--- config.mk ---
export PLATFORM = sky130hd
export DESIGN_NAME = evt_ctr_bank
export DESIGN_NICKNAME = d
export VERILOG_FILES = /design/src/rtl/evt_ctr_pkg.sv /design/src/rtl/evt_ctr_cell.sv /design/src/rtl/evt_ctr_regs.sv /design/src/rtl/evt_ctr_irq.sv /design/src/rtl/evt_ctr_bank.sv
export SDC_FILE = /design/constraint.sdc
export NUM_CORES = 1
export LEC_CHECK = 0
export BUFFER_PORTS_ARGS = -buffer_cell sky130_fd_sc_hd__buf_2
export CAP_MARGIN = 15
export CELL_PAD_IN_SITES_DETAIL_PLACEMENT = 0
export CELL_PAD_IN_SITES_GLOBAL_PLACEMENT = 1
export CORE_AREA = 4 4 136 138
export DETAILED_ROUTE_END_ITERATION = 10
export DIE_AREA = 0 0 140 142
export PLACE_DENSITY = 0.85
export SLEW_MARGIN = 15
export SYNTH_ARGS = -nofsm -noshare
export SYNTH_HDL_FRONTEND = slang
export SYNTH_HIERARCHICAL = 1
export SYNTH_SLANG_ARGS = --single-unit
--- constraint.sdc ---
create_clock -name clk -period 2.2 [get_ports clk]
set_input_delay 0.33 -clock clk [delete_from_list [all_inputs] [get_ports clk]]
set_output_delay 0.33 -clock clk [all_outputs]
set_load 0.03 [all_outputs]
--- src/rtl/evt_ctr_pkg.sv ---
package evt_ctr_pkg;
  localparam int NCAT = 11;
  localparam int EV_JAB    = 0;
  localparam int EV_ELAST  = 1;
  localparam int EV_LOCK   = 2;
  localparam int EV_NOSFD  = 3;
  localparam int EV_LATE   = 4;
  localparam int EV_TXCOL  = 5;
  localparam int EV_RXCOL  = 6;
  localparam int EV_PART   = 7;
  localparam int EV_LINK   = 8;
  localparam int EV_SHORT  = 9;
  localparam int EV_RXPKT  = 10;

  localparam int ADDR_MASK = 8;
  localparam int ADDR_CTRL = 9;
  localparam int ADDR_STAT = 10;

  typedef struct packed {
    logic en_full;
    logic en_high;
    logic en_low;
    logic sat;
    logic clr_rd;
  } ctrl_t;

  typedef struct packed {
    logic full;
    logic high;
    logic low;
  } dec_t;
endpackage

--- src/rtl/evt_ctr_cell.sv ---
module evt_ctr_cell
  import evt_ctr_pkg::*;
#(
  parameter int CW       = 16,
  parameter int NC       = NCAT,
  parameter int LOW_LIM  = 16'h00FF,
  parameter int HIGH_LIM = 16'hC000
) (
  input  logic          clk,
  input  logic          rst_n,
  input  logic          pkt_end,
  input  logic [NC-1:0] evt,
  input  logic [NC-1:0] mask,
  input  logic          sat,
  input  logic          wr_en,
  input  logic [CW-1:0] wdata,
  input  logic          rd_clr,
  output logic [CW-1:0] cnt,
  output dec_t          dec
);
  localparam logic [CW-1:0] MAXV = {CW{1'b1}};
  localparam logic [CW-1:0] LOWV = CW'(LOW_LIM);
  localparam logic [CW-1:0] HIGV = CW'(HIGH_LIM);

  logic hit;
  assign hit = pkt_end && (|(evt & mask));

  always_ff @(posedge clk) begin
    if (!rst_n)
      cnt <= '0;
    else if (wr_en)
      cnt <= wdata;
    else if (rd_clr)
      cnt <= hit ? CW'(1) : '0;
    else if (hit && !(sat && cnt == MAXV))
      cnt <= cnt + CW'(1);
  end

  always_comb begin
    dec.low  = (cnt <= LOWV);
    dec.high = (cnt >= HIGV);
    dec.full = (cnt == MAXV);
  end


  step_one_chk: assert property (@(posedge clk) disable iff (!rst_n)
    hit && !wr_en && !rd_clr && cnt != MAXV |=> cnt == $past(cnt) + CW'(1));

  write_wins_chk: assert property (@(posedge clk) disable iff (!rst_n)
    wr_en |=> cnt == $past(wdata));

  clear_keeps_event_chk: assert property (@(posedge clk) disable iff (!rst_n)
    rd_clr && hit && !wr_en |=> cnt == CW'(1));

  wrap_chk: assert property (@(posedge clk) disable iff (!rst_n)
    hit && !sat && !wr_en && !rd_clr && cnt == MAXV |=> cnt == '0);

  sat_hold_chk: assert property (@(posedge clk) disable iff (!rst_n)
    sat && !wr_en && !rd_clr && cnt == MAXV |=> cnt == MAXV);

  idle_hold_chk: assert property (@(posedge clk) disable iff (!rst_n)
    !pkt_end && !wr_en && !rd_clr |=> $stable(cnt));
endmodule

--- src/rtl/evt_ctr_regs.sv ---
module evt_ctr_regs
  import evt_ctr_pkg::*;
#(
  parameter int NPORT = 4,
  parameter int CW    = 16,
  parameter int NC    = NCAT,
  parameter int AW    = 4
) (
  input  logic              clk,
  input  logic              rst_n,
  input  logic              host_wr,
  input  logic              host_rd,
  input  logic [AW-1:0]     host_addr,
  input  logic [CW-1:0]     host_wdata,
  input  logic [NPORT*CW-1:0] cnt_flat,
  input  dec_t              any_dec,
  output logic [NC-1:0]     mask,
  output ctrl_t             ctrl,
  output logic [CW-1:0]     host_rdata,
  output logic [NPORT-1:0]  ctr_wr,
  output logic [NPORT-1:0]  ctr_clr
);
  localparam int CTW = $bits(ctrl_t);
  localparam int DW  = $bits(dec_t);

  logic sel_mask, sel_ctrl, sel_stat;
  assign sel_mask = (host_addr == AW'(ADDR_MASK));
  assign sel_ctrl = (host_addr == AW'(ADDR_CTRL));
  assign sel_stat = (host_addr == AW'(ADDR_STAT));

  for (genvar p = 0; p < NPORT; p++) begin : g_sel
    assign ctr_wr[p]  = host_wr && (host_addr == AW'(p));
    assign ctr_clr[p] = host_rd && ctrl.clr_rd && (host_addr == AW'(p));
  end

  always_ff @(posedge clk) begin
    if (!rst_n) begin
      mask <= '0;
      ctrl <= '0;
    end else if (host_wr) begin
      if (sel_mask) mask <= host_wdata[NC-1:0];
      if (sel_ctrl) ctrl <= ctrl_t'(host_wdata[CTW-1:0]);
    end
  end

  always_comb begin
    host_rdata = '0;
    for (int p = 0; p < NPORT; p++)
      if (host_addr == AW'(p)) host_rdata = cnt_flat[p*CW +: CW];
    if (sel_mask) host_rdata[NC-1:0] = mask;
    if (sel_ctrl) host_rdata[CTW-1:0] = ctrl;
    if (sel_stat) host_rdata[DW-1:0] = any_dec;
  end


  mask_load_chk: assert property (@(posedge clk) disable iff (!rst_n)
    host_wr && sel_mask |=> mask == $past(host_wdata[NC-1:0]));

  clr_onehot_chk: assert property (@(posedge clk) disable iff (!rst_n)
    $onehot0(ctr_clr));
endmodule

--- src/rtl/evt_ctr_irq.sv ---
module evt_ctr_irq
  import evt_ctr_pkg::*;
#(
  parameter int NPORT = 4
) (
  input  logic [NPORT*$bits(dec_t)-1:0] dec_flat,
  input  ctrl_t                         ctrl,
  output dec_t                          any_dec,
  output logic                          irq
);
  localparam int DW = $bits(dec_t);

  for (genvar k = 0; k < DW; k++) begin : g_or
    logic [NPORT-1:0] col;
    for (genvar p = 0; p < NPORT; p++) begin : g_col
      assign col[p] = dec_flat[p*DW + k];
    end
    assign any_dec[k] = |col;
  end

  assign irq = (any_dec.low  && ctrl.en_low)  ||
               (any_dec.high && ctrl.en_high) ||
               (any_dec.full && ctrl.en_full);


  always_comb begin
    quiet_irq_chk: assert (ctrl.en_low || ctrl.en_high || ctrl.en_full || !irq);
  end
endmodule

--- src/rtl/evt_ctr_bank.sv ---
module evt_ctr_bank
  import evt_ctr_pkg::*;
#(
  parameter int NPORT    = 4,
  parameter int CW       = 16,
  parameter int AW       = 4,
  parameter int LOW_LIM  = 16'h00FF,
  parameter int HIGH_LIM = 16'hC000
) (
  input  logic                  clk,
  input  logic                  rst_n,
  input  logic                  pkt_end,
  input  logic [NPORT*NCAT-1:0] port_evt,
  input  logic                  host_wr,
  input  logic                  host_rd,
  input  logic [AW-1:0]         host_addr,
  input  logic [CW-1:0]         host_wdata,
  output logic [CW-1:0]         host_rdata,
  output logic                  irq
);
  localparam int DW = $bits(dec_t);

  logic [NCAT-1:0]     mask;
  ctrl_t               ctrl;
  logic [NPORT-1:0]    ctr_wr, ctr_clr;
  logic [NPORT*CW-1:0] cnt_flat;
  logic [NPORT*DW-1:0] dec_flat;
  dec_t                any_dec;

  for (genvar p = 0; p < NPORT; p++) begin : g_port
    dec_t d;
    evt_ctr_cell #(.CW(CW), .NC(NCAT), .LOW_LIM(LOW_LIM), .HIGH_LIM(HIGH_LIM)) i_cell (
      .clk    (clk),
      .rst_n  (rst_n),
      .pkt_end(pkt_end),
      .evt    (port_evt[p*NCAT +: NCAT]),
      .mask   (mask),
      .sat    (ctrl.sat),
      .wr_en  (ctr_wr[p]),
      .wdata  (host_wdata),
      .rd_clr (ctr_clr[p]),
      .cnt    (cnt_flat[p*CW +: CW]),
      .dec    (d)
    );
    assign dec_flat[p*DW +: DW] = d;
  end

  evt_ctr_regs #(.NPORT(NPORT), .CW(CW), .NC(NCAT), .AW(AW)) i_regs (
    .clk       (clk),
    .rst_n     (rst_n),
    .host_wr   (host_wr),
    .host_rd   (host_rd),
    .host_addr (host_addr),
    .host_wdata(host_wdata),
    .cnt_flat  (cnt_flat),
    .any_dec   (any_dec),
    .mask      (mask),
    .ctrl      (ctrl),
    .host_rdata(host_rdata),
    .ctr_wr    (ctr_wr),
    .ctr_clr   (ctr_clr)
  );

  evt_ctr_irq #(.NPORT(NPORT)) i_irq (
    .dec_flat(dec_flat),
    .ctrl    (ctrl),
    .any_dec (any_dec),
    .irq     (irq)
  );


  reset_quiet_chk: assert property (@(posedge clk)
    !rst_n |=> !irq && mask == '0);
endmodule

==> results.py, run 1 <==
metrics = {
    "sta": {
        "finalSetupViolCount": 4,
        "worst-slew-pin-transition_ns": 0.614,
        "tmin_final_ns": 2.64,
        "fmax_mhz": 379,
        "rsz0062_at_grt": "yes",
        "slew_headroom_pct": 59.0,
        "worst_clock_skew_ns": 0.00798,
        "hold_viol": 0,
        "timing.hold.ws_ns": 0.371,
        "fin_crit_sh_pct": 120,
        "worst_slack_ns": -0.438,
        "final_max_slew_viol_count": 0,
    },
    "setup_path": {
        "critical_path.max_fanout": 2,
        "crit-reg2reg-capture": "g_port[0].i_cell/cnt[8]",
        "crit_path_max_incr_delay_ns": 0.56,
        "worst-endpoint-arrival_ns": 2.31,
        "timing.reg2reg.worst_path_depth": 5,
        "critical_path.startpoint_type": "flop",
        "r2r_setup_slack_ns": 0.13,
        "end_kind": "output port",
        "r2r_start": "i_regs/mask[3]",
        "worst_path_cell_with_the_longest_stage_delay": "sky130_fd_sc_hd__or4_4",
        "req_time_crit_path_ns": 1.87,
        "critical_path.cell_chain": "and4_4 -> and3_4 -> and4_1 -> or4_4 -> a221o_2 -> buf_6",
        "worst-setup-path-type": "reg2out",
        "crit_start": "g_port[1].i_cell/cnt[5]",
    },
    "clock_tree": {
        "ctsRootBufferMaster": "sky130_fd_sc_hd__clkbuf_16",
        "ctsLongestPathBuffers": 2,
        "ctsHtreeMaxLevel": 3,
        "cts_inserted_buffers": 9,
        "ctsHoldBuffers": 0,
        "cts_tree": "built",
        "numClockSinks": 80,
        "cts.clk_slew.worst_paths_ns": 0.07,
        "clkLatencyLatePin_ns": 0.35,
    },
    "synthesis": {
        "synthesis.instances": 869,
        "synth-edff-count": 0,
        "yosysUniqueCellTypes": 62,
        "dominant_synthesized_flop_cell": "sky130_fd_sc_hd__dfxtp_1",
        "ys_seq_area_share_pct": 23.5,
        "ys_async_sr_fraction_pct": 0,
        "post_synth_instance_area_sq_um": 6820,
        "syn_nets": 942,
        "synthesis.area_per_instance_sq_um": 7.85,
        "ys_seq_elements": 80,
        "yosys_warnings": 6,
    },
    "placed_design": {
        "buffer_ports.inserted": 85,
        "dpl.hpwl_microns": 21500,
        "placement.cell_area_sq_um": 8180,
        "gp_congestion": 0.982,
    },
    "global_route": {
        "grt_pass1_vias": 7756,
        "antenna_found_initial": 0,
        "grt-ovfl-total": 0,
        "grt_start_max_net_pins": 40,
        "groute.usage.overall_pct": 28.5,
        "grt_pass1_wl_microns": 44700,
    },
    "drt": {
        "met2RoutedLength_microns": 12800,
        "detailedRoute.firstPassIterationCount": 6,
        "ant_nets": 0,
        "detail_route.iter0.violations": 901,
        "wl_met1_microns": 11300,
        "post_drt_wl_per_cell_microns": 22.7,
        "route.detailed.drc": 0,
        "dr.max_layer_used": "met4",
        "dr_total_vias": 8298,
        "viasPerCell": 6.52,
        "met3_wirelength_microns": 3400,
        "wl_microns": 28900,
    },
    "finish": {
        "syn2layout_area_growth_pct": 27.9,
        "commonest_non_fill_non_tap_cells_in_the_layout": "sky130_fd_sc_hd__buf_4, sky130_fd_sc_hd__nand2_1, sky130_fd_sc_hd__buf_2",
        "finalInstanceArea_sq_um": 8730,
        "drive_gt1_share_pct": 32.3,
        "number_of_fill_cells": 1709,
        "fin_util_pct": 50.8,
        "fin_nets": 1115,
        "most_frequent_standard_cell_in_the_layout_excluding_fill_and_tap_cells": "sky130_fd_sc_hd__buf_4",
    },
    "floorplan": {
        "design.portCount": 86,
        "floorplan.die.width_microns": 140,
        "start_util_pct": 39.7,
        "die-height_microns": 142,
        "design.core.area_sq_um": 17200,
        "fp.dieArea_sq_um": 19900,
        "rows": 48,
    },
    "power": {
        "total_power_w": 0.00409,
        "powerDensity_nw_per_um2": 468,
        "peakVddDrop_mv": 0.384,
        "p_leak_nw": 3.37,
    },
    "run_status": {
        "status": "complete, but fails checks",
        "violations_in_the_final_reports": "negative setup slack",
    },
    "worst_hold_path": {
        "hp-start": "host_wdata[5]",
        "holdCritPathClass": "in2reg",
        "min_to": "i_regs/mask[5]",
        "min_delay_path_depth": 3,
    },
    "run": {
        "max_cap_viol_count": 0,
    },
}
==> synthesized netlist by cell type (6+ instances only) <==
library cell	number	area share (%)
sky130_fd_sc_hd__nand2_1	114	6.3
sky130_fd_sc_hd__dfxtp_1	80	23
sky130_fd_sc_hd__nand3_1	60	4.4
sky130_fd_sc_hd__nor2_1	54	3.0
sky130_fd_sc_hd__a22oi_1	38	4.2
sky130_fd_sc_hd__o21ai_0	32	2.3
sky130_fd_sc_hd__a211oi_1	28	3.1
sky130_fd_sc_hd__nand4_1	28	2.6
sky130_fd_sc_hd__buf_2	25	1.8
sky130_fd_sc_hd__nor3_1	24	1.8
sky130_fd_sc_hd__o31ai_1	24	2.6
sky130_fd_sc_hd__clkbuf_1	23	1.3
sky130_fd_sc_hd__buf_6	18	3.0
sky130_fd_sc_hd__or4_1	18	2.0
sky130_fd_sc_hd__a21oi_1	17	1.2
sky130_fd_sc_hd__and2_1	17	1.6
sky130_fd_sc_hd__a221oi_1	16	2.1
sky130_fd_sc_hd__a21boi_0	14	1.5
sky130_fd_sc_hd__and3_1	14	1.3
sky130_fd_sc_hd__nor2b_1	14	1.3
sky130_fd_sc_hd__inv_1	12	0.66
sky130_fd_sc_hd__nand2b_1	12	1.1
sky130_fd_sc_hd__o2111ai_1	12	1.5
sky130_fd_sc_hd__xnor2_1	12	1.5
sky130_fd_sc_hd__mux4_1	10	3.9
sky130_fd_sc_hd__o22ai_1	10	0.92
sky130_fd_sc_hd__mux2i_1	9	1.3
sky130_fd_sc_hd__a222oi_1	8	1.2
sky130_fd_sc_hd__a32oi_1	8	1.0
sky130_fd_sc_hd__and4_1	8	1.0
sky130_fd_sc_hd__and4_2	8	1.2
sky130_fd_sc_hd__o311ai_0	8	1.0
sky130_fd_sc_hd__buf_4	6	0.66
sky130_fd_sc_hd__or2_2	6	0.55
==> worst max-delay path by stage <==
| stage | end | slack [ns] | depth (start not counted) |
|---|---|---|---|
| finish | irq | -0.44 | 6 |
| global route | host_rdata[2] | -0.46 | 7 |
| CTS | irq | -0.41 | 6 |
| detailed placement | irq | -0.17 | 6 |
| global placement | irq | -0.16 | 6 |
| floorplan | irq | -0.12 | 7 |
==> final cells by class <==
class / count / area [sq um] / area share [%]
repair buffers: 243 / 1690 / 19.3
diodes: 1 / 2.50 / 0.0287
flip-flops and latches: 80 / 1620 / 18.6
multi-input cells: 695 / 4770 / 54.6
inverters: 13 / 48.8 / 0.559
clock inverters: 6 / 92.6 / 1.06
well taps: 225 / 282 / 3.22
clock buffers: 10 / 229 / 2.62
==> where the power goes <==
group          internal (W)  switching [W]  leakage (nW)
sequential          0.00151      0.0000454         0.655
clock               0.00100       0.000675         0.149
combinational      0.000377       0.000484          2.57
==> what timing repair did <==
action,CTS,global route
endpoints found under the setup margin,4,19
resized for setup,40,15
pin swaps,11,7
setup buffers,6,3
==> layer usage <==
| metal | global-route usage (%) | up-vias |
|---|---|---|
| li1 | - | 3722 |
| met1 | 37.4 | 3927 |
| met5 | 0 | - |
| met3 | 6.82 | 85 |
| met4 | 14.2 | 0 |
| met2 | 44.1 | 564 |
==> flip-flops by register name (all words and copies together), names as in the netlist <==
register and cells:
g_port.i_cell/cnt 64, i_regs/ctrl 5, i_regs/mask 11
==> kinds of logic (layout without fill, tap and decap cells) <==
| logic type | count (synthesis) | count (layout) | share of synthesized area, % |
|---|---|---|---|
| xor gates and xnor gates | 12 | 12 | 1.54 |
| buffers and inverters | 94 | 272 | 8.47 |
| AOI/OAI and AO/OA | 250 | 250 | 27.4 |
| other | 0 | 1 | 0 |
| muxes | 24 | 24 | 6.49 |
| and+or+nand+nor | 405 | 405 | 31.9 |
| adders and majority gates | 4 | 4 | 0.734 |
| DFF | 80 | 80 | 23.5 |
==> critical path: cells and delay by family, from the launching register on <==
kind / cells / cell delay [ns]
buf+inv: 1 / 0.14
simple gates: 4 / 1.13
compound gates: 1 / 0.37
flops: 1 / 0.31
==> stage by stage <==
step           std cells  setup TNS [ns]  worst slack, ns
2_1_floorplan        869          -0.158           -0.117
3_3_place_gp        1247          -0.751           -0.163
3_5_place_dp        1247           -1.32           -0.171
4_1_cts             1269           -1.15           -0.414
5_1_grt             1272           -1.32           -0.463
6_report            1273           -1.19           -0.438
Power figures use the tool's default switching activity.
==> run 2: changes to the inputs <==
- ABC_AREA: unset -> 1
- CORE_AREA: 4 4 136 138 -> 4 4 139 141
- DIE_AREA: 0 0 140 142 -> 0 0 143 145
- PLACE_DENSITY: 0.85 -> 0.84
==> run 2 against run 1 <==
Effect of this change: the run still ends with negative setup slack left; die area rose by 4.3%; register-to-register slack improved by 0.05 ns; combinational power fell by 21%; flip-flop and latch count did not move; wire length fell by 15%; sequential power rose by 3%; critical endpoint is now host_rdata[2]; critical path depth rose by 6; maximum frequency rose by 19%; largest cell class unchanged.
==> results.py, run 2 <==
metrics = {
    "run_status": {
        "status": "complete, but fails checks",
        "violations_in_the_final_reports": "negative setup slack",
    },
    "sta": {
        "worst-slew-pin-transition_ns": 0.564,
        "worst_clock_skew_ns": 0.00861,
        "hold_viol": 0,
        "slew_headroom_pct": 62.4,
        "final_max_slew_viol_count": 0,
        "worst_slack_ns": -0.0228,
        "fmax_mhz": 450,
        "finalSetupViolCount": 1,
        "rsz0062_at_grt": "yes",
        "fin_crit_sh_pct": 101,
        "tmin_final_ns": 2.22,
    },
    "power": {
        "seqPwrFrac_pct": 42.4,
        "power.clock.fraction_pct": 39.6,
        "internal_power_w": 0.00260,
        "net_switching_w": 0.00119,
        "p_leak_nw": 3.76,
        "peakVddDrop_mv": 0.342,
        "combinationalPowerShare_pct": 18.0,
        "fraction_of_power_spent_switching_nets_pct": 31.4,
        "powerDensity_nw_per_um2": 475,
    },
    "worst_hold_path": {
        "hp-start": "host_wdata[0]",
        "min_to": "i_regs/mask[0]",
        "holdCritPathClass": "in2reg",
        "min_delay_path_depth": 3,
    },
    "setup_path": {
        "timing.reg2reg.worst_path_depth": 11,
        "worst-setup-path-type": "reg2out",
        "worst-endpoint-arrival_ns": 1.89,
        "r2r_setup_slack_ns": 0.18,
        "req_time_crit_path_ns": 1.87,
        "crit-reg2reg-capture": "g_port[3].i_cell/cnt[0]",
        "r2r_start": "g_port[3].i_cell/cnt[1]",
        "critical_path.max_fanout": 4,
        "critical_path.startpoint_type": "flop",
        "end_kind": "output port",
    },
    "finish": {
        "fin_util_pct": 44.4,
        "drive_gt1_share_pct": 21.3,
        "largest_register_ff_count": 64,
        "largest-register": "g_port.i_cell/cnt",
        "num_antenna_cells": 0,
        "multiInputGateArea_sq_um": 4340,
        "number_of_fill_cells": 1956,
        "commonest_non_fill_non_tap_cells_in_the_layout": "sky130_fd_sc_hd__nand2_1, sky130_fd_sc_hd__nor2_1, sky130_fd_sc_hd__nand3_1",
        "syn2layout_area_growth_pct": 23.6,
        "largestRegisters": "g_port.i_cell/cnt (64), i_regs/mask (11), i_regs/ctrl (5)",
        "area_of_all_sequential_standard_cells_sq_um": 1620,
        "most_frequent_standard_cell_in_the_layout_excluding_fill_and_tap_cells": "sky130_fd_sc_hd__nand2_1",
        "fin_nets": 1331,
    },
    "synthesis": {
        "synthesis.instances": 1127,
        "synth.most_common_cell": "sky130_fd_sc_hd__nand2_1",
        "synthTopCellsByArea": "sky130_fd_sc_hd__dfxtp_1, sky130_fd_sc_hd__nand2_1, sky130_fd_sc_hd__nor2_1, sky130_fd_sc_hd__nand3_1, sky130_fd_sc_hd__o21ai_0",
        "ys_async_sr_fraction_pct": 0,
        "yosys_warnings": 6,
        "synth_top_area_share_pct": 24.8,
        "yosysUniqueCellTypes": 30,
        "synth_commonest_cells": "sky130_fd_sc_hd__nand2_1, sky130_fd_sc_hd__nor2_1, sky130_fd_sc_hd__nand3_1, sky130_fd_sc_hd__o21ai_0, sky130_fd_sc_hd__inv_1",
        "synthesis.area_per_instance_sq_um": 5.72,
        "ys_seq_area_share_pct": 24.8,
        "syn_nets": 1200,
        "ys_seq_elements": 80,
        "synth_area_leader_cell": "sky130_fd_sc_hd__dfxtp_1",
        "dominant_synthesized_flop_cell": "sky130_fd_sc_hd__dfxtp_1",
        "post_synth_instance_area_sq_um": 6450,
        "synth-edff-count": 0,
    },
    "drt": {
        "ant_nets": 0,
        "route.detailed.drc": 0,
        "wl_microns": 24500,
        "met2RoutedLength_microns": 10900,
        "detail_route.iter0.violations": 704,
        "wl_met1_microns": 11100,
        "detailedRoute.firstPassIterationCount": 6,
        "viasPerCell": 5.24,
        "post_drt_wl_per_cell_microns": 16.4,
        "dr.max_layer_used": "met4",
        "dr_total_vias": 7812,
        "met3_wirelength_microns": 1730,
    },
    "run": {
        "max_cap_viol_count": 0,
    },
    "placed_design": {
        "placement.setup.worst_slack_ns": 0.0129,
        "buffer_ports.inserted": 85,
        "dpl.hpwl_microns": 18400,
        "gp_congestion": 0.899,
    },
    "floorplan": {
        "start_util_pct": 35.9,
        "design.core.area_sq_um": 18000,
        "design.portCount": 86,
        "die-height_microns": 145,
        "floorplan.die.width_microns": 143,
        "fp.dieArea_sq_um": 20700,
        "rows": 49,
    },
    "clock_tree": {
        "clkLatencyLatePin_ns": 0.35,
        "ctsRootBufferMaster": "sky130_fd_sc_hd__clkbuf_16",
        "ctsLongestPathBuffers": 2,
        "numClockSinks": 80,
        "cts_inserted_buffers": 9,
        "ctsHtreeMaxLevel": 3,
        "cts.clk_slew.worst_paths_ns": 0.07,
        "cts_tree": "built",
    },
    "global_route": {
        "groute.usage.overall_pct": 23.0,
        "grt_start_max_net_pins": 40,
        "grt-ovfl-total": 0,
        "grt_pass1_vias": 7042,
        "antenna_found_initial": 0,
        "grt_pass1_wl_microns": 38200,
    },
}
## run 2: cell types whose count changed in the layout (fill, tap and decap cells not counted), sizes merged, moves of 66 or more
cell	previous run	this run
nand2	114	340
o21ai	36	102
inv	13	95
buf	243	163
nor2	55	208
nand3	64	140
## run 2: per-stage QoR
step	instances	power, W	instance area [sq um]	setup TNS [ns]	hold WS [ns]
floorplan	1127	0.00201	6450	0	0.454
global placement	1452	0.00227	7310	0	0.471
detailed placement	1452	0.00228	7310	0	0.472
CTS	1482	0.00379	7840	-0.0488	0.319
global route	1492	0.00395	7980	-0.270	0.342
finish	1492	0.00379	7980	-0.0228	0.326
## run 2: how the worst max path moves through the flow
stage,from,endpoint,depth (start not counted)
2_1_floorplan,host_addr[1],g_port[0].i_cell/cnt[3],13
3_3_place_gp,g_port[3].i_cell/cnt[1],host_rdata[2],12
5_1_grt,g_port[0].i_cell/cnt[0],host_rdata[2],12
6_report,g_port[1].i_cell/cnt[1],host_rdata[2],12
4_1_cts,g_port[3].i_cell/cnt[1],host_rdata[2],12
3_5_place_dp,host_addr[3],g_port[2].i_cell/cnt[10],10
## run 2: power by group through the flow
stage               Combinational (W)  Sequential, W  Clock, W
detailed placement           0.000652        0.00163         0
global route                 0.000752        0.00161   0.00158
CTS                          0.000665        0.00160   0.00153
floorplan                    0.000388        0.00162         0
finish                       0.000682        0.00160   0.00150
global placement             0.000646        0.00163         0
## run 2: layer usage
| layer | up-vias | global-route usage, % |
|---|---|---|
| met5 | - | 0 |
| met4 | 0 | 7.75 |
| met3 | 52 | 3.65 |
| met2 | 329 | 35.9 |
| met1 | 3510 | 32.1 |
| li1 | 3921 | - |
## run 2: worst max-delay path, cell delays in order, from the launching register on
cell and delay [ns]:
sky130_fd_sc_hd__dfxtp_4 0.37, sky130_fd_sc_hd__ha_4 0.16, sky130_fd_sc_hd__nand3_4 0.10, sky130_fd_sc_hd__inv_4 0.09, sky130_fd_sc_hd__nand3_4 0.06, sky130_fd_sc_hd__inv_2 0.07, sky130_fd_sc_hd__nand4_1 0.07, sky130_fd_sc_hd__nor2_1 0.12
sky130_fd_sc_hd__nor2_1 0.06, sky130_fd_sc_hd__nand2_2 0.11, sky130_fd_sc_hd__nand3_2 0.07, sky130_fd_sc_hd__nand4_1 0.12, sky130_fd_sc_hd__buf_6 0.15
## run 2: what timing repair did
item	CTS	global route
hold buffers	0	0
pin swaps	8	8
setup buffers	14	10
resized for setup	41	16
endpoints found under the setup margin	2	3
## run 2: kinds of logic after synthesis
| logic type | synth area share (%) |
|---|---|
| simple gates | 50.8 |
| compound gates | 12.2 |
| buf+inv | 10.4 |
| flops | 24.8 |
| xor+xnor | 1.09 |
| fa+ha+maj | 0.776 |
## run 2: layout make-up
class | instances | share of cell area [%]
clock buffers | 12 | 3.22
clock inverters | 4 | 0.361
inverters | 95 | 4.78
multi-input cells | 908 | 54.5
flip-flops and latches | 80 | 20.3
well taps | 229 | 3.59
repair buffers | 164 | 13.3
==> run 3: changes to the inputs <==
- CORE_AREA: 4 4 139 141 -> 2 2 137 139
- DIE_AREA: 0 0 143 145 -> 0 0 139 141
- clock period: 2.2 -> 2 ns (I/O delays scaled with it)
==> run 3 against run 2 <==
Effect of this change: the run still ends with negative setup slack left; critical path depth unchanged; clock skew grew 0.0034 ns; total power grew 13%; critical path type unchanged; critical endpoint unchanged; largest power group unchanged.
==> results.py, run 3 (same netlist as run 2, synthesis figures left out) <==
metrics = {
    "run_status": {
        "status": "complete, but fails checks",
        "violations_in_the_final_reports": "negative setup slack",
    },
    "placed_design": {
        "number_of_cells_in_the_design_after_placement": 1488,
        "buffer_ports.inserted": 85,
        "gp_congestion": 0.963,
        "placement.cell_area_sq_um": 7590,
        "dpl.hpwl_microns": 18700,
        "placement.setup.worst_slack_ns": 0.0164,
    },
    "finish": {
        "area_of_all_sequential_standard_cells_sq_um": 1640,
        "largest-register": "g_port.i_cell/cnt",
        "syn2layout_area_growth_pct": 28.6,
        "number_of_fill_cells": 1963,
        "fin_nets": 1362,
        "drive_gt1_share_pct": 25.2,
        "finalNonFillerCells": 1528,
        "most_frequent_standard_cell_in_the_layout_excluding_fill_and_tap_cells": "sky130_fd_sc_hd__nand2_1",
        "finalInstanceArea_sq_um": 8300,
        "commonest_non_fill_non_tap_cells_in_the_layout": "sky130_fd_sc_hd__nand2_1, sky130_fd_sc_hd__nor2_1, sky130_fd_sc_hd__nand3_1",
        "largestRegisters": "g_port.i_cell/cnt (64), i_regs/mask (11), i_regs/ctrl (5)",
        "largest_register_ff_count": 64,
        "multiInputGateArea_sq_um": 4350,
        "num_antenna_cells": 0,
    },
    "setup_path": {
        "critical_path.cell_chain": "ha_4 -> nand3_4 -> inv_2 -> nand3_2 -> inv_2 -> nand4_1 -> nor2_1 -> nor2_1 -> nand2_2 -> nand3_2 -> nand4_1 -> buf_6",
        "critical_path.max_fanout": 2,
        "cpLargestDelayFamily": "simple AND/OR/NAND/NOR gates",
        "critical_path_buf_inv_count": 3,
        "worst_path_cell_with_the_longest_stage_delay": "sky130_fd_sc_hd__dfxtp_2",
        "req_time_crit_path_ns": 1.70,
        "crit_path_max_incr_delay_ns": 0.35,
        "worst-setup-path-type": "reg2out",
        "end_kind": "output port",
        "critical_path.startpoint_type": "flop",
        "worst-endpoint-arrival_ns": 1.89,
    },
    "power": {
        "p_leak_nw": 3.94,
        "combinationalPowerShare_pct": 18.7,
        "seqPwrFrac_pct": 41.4,
        "net_switching_w": 0.00132,
        "power.clock.fraction_pct": 39.9,
        "fraction_of_power_spent_switching_nets_pct": 31.0,
        "powerDensity_nw_per_um2": 515,
        "total_power_w": 0.00427,
        "peakVddDrop_mv": 0.353,
        "internal_power_w": 0.00295,
    },
    "drt": {
        "dr_total_vias": 8029,
        "detailedRoute.firstPassIterationCount": 5,
        "post_drt_wl_per_cell_microns": 16.5,
        "viasPerCell": 5.25,
        "wl_microns": 25300,
        "detail_route.iter0.violations": 910,
        "route.detailed.drc": 0,
        "ant_nets": 0,
    },
    "sta": {
        "rsz0062_at_grt": "yes",
        "worst_clock_skew_ns": 0.0120,
        "worst-slew-pin-transition_ns": 0.614,
        "timing.hold.ws_ns": 0.297,
        "final_max_slew_viol_count": 0,
        "tmin_final_ns": 2.19,
        "worst_slack_ns": -0.185,
        "fin_crit_sh_pct": 109,
        "hold_viol": 0,
        "slew_headroom_pct": 59.1,
        "fmax_mhz": 458,
        "finalSetupViolCount": 3,
    },
    "global_route": {
        "antenna_found_initial": 0,
        "grt-ovfl-total": 0,
        "groute.usage.overall_pct": 25.2,
        "grt_pass1_wl_microns": 39300,
        "grt_start_max_net_pins": 36,
        "grt_pass1_vias": 7209,
    },
    "clock_tree": {
        "cts_inserted_buffers": 9,
        "ctsLongestPathBuffers": 2,
        "clkLatencyLatePin_ns": 0.36,
        "ctsHtreeMaxLevel": 3,
        "ctsRootBufferMaster": "sky130_fd_sc_hd__clkbuf_16",
        "cts_tree": "built",
        "numClockSinks": 80,
        "ctsHoldBuffers": 0,
        "cts.clk_slew.worst_paths_ns": 0.07,
    },
    "run": {
        "max_cap_viol_count": 0,
    },
    "floorplan": {
        "design.portCount": 86,
        "rows": 50,
        "design.core.area_sq_um": 18300,
        "fp.dieArea_sq_um": 19600,
        "start_util_pct": 35.3,
        "floorplan.die.width_microns": 139,
        "die-height_microns": 141,
    },
    "worst_hold_path": {
        "holdCritPathClass": "in2reg",
    },
}
run 3: cell count changes in the layout (fill, tap and decap cells not counted), sizes merged:
cell and change:
buf +32, clkbuf -2, bufinv +1, clkinv -1
clkinvlp +1
run 3: area by class of cell:
class | count | area share (%)
Timing Repair Buffer | 195 | 16.2
Sequential cell | 80 | 19.7
Clock inverter | 5 | 0.694
Inverter | 95 | 4.57
Clock buffer | 11 | 2.81
Tap cell | 234 | 3.53
Multi-Input combinational cell | 908 | 52.4
run 3: worst min-delay path: cells and delay by family:
kind | cells | cell delay, ns
compound gates | 1 | 0.05
simple gates | 1 | 0.09
buf+inv | 1 | 0.16
run 3: power groups by stage:
stage | sequential [W] | clock (W) | combinational, W
finish | 0.00177 | 0.00170 | 0.000797
global route | 0.00178 | 0.00179 | 0.000869
CTS | 0.00176 | 0.00172 | 0.000775
detailed placement | 0.00179 | 0 | 0.000752
global placement | 0.00179 | 0 | 0.000748
floorplan | 0.00178 | 0 | 0.000427
run 3: per-layer routing:
metal  track usage, %  vias to the layer above  wire [microns]
li1                 -                     3983               -
met1             35.4                     3687           11900
met2             40.9                      327           11300
met3             3.16                       32            1660
met4             6.65                        0             431
met5                0                        -               0
run 3: worst paths after layout:
| kind | start | depth (start not counted) | slack, ns | to |
|---|---|---|---|---|
| max reg2reg | g_port[3].i_cell/cnt[0] | 18 | -0.15 | g_port[3].i_cell/cnt[6] |
| max | g_port[3].i_cell/cnt[1] | 12 | -0.19 | host_rdata[2] |
| min reg2reg | i_regs/ctrl[3] | 2 | 0.50 | i_regs/ctrl[3] |
| min | host_wdata[0] | 3 | 0.30 | i_regs/mask[0] |
run 3: per-stage QoR:
stage / setup TNS (ns) / utilization, %
after floorplan: 0 / -
after global placement: 0 / 41.5
after detailed placement: 0 / 41.5
after CTS: -0.471 / 44.6
after global routing: -0.710 / 45.4
final: -0.443 / 45.4
run 3: what timing repair did:
| item | CTS | global route |
|---|---|---|
| hold endpoints to repair | 0 | 0 |
| endpoints found under the setup margin | 3 | 20 |
| pin swaps | 18 | 17 |
| gates resized for setup | 46 | 41 |
| buffers inserted | 18 | 6 |
| cloned | 0 | 0 |
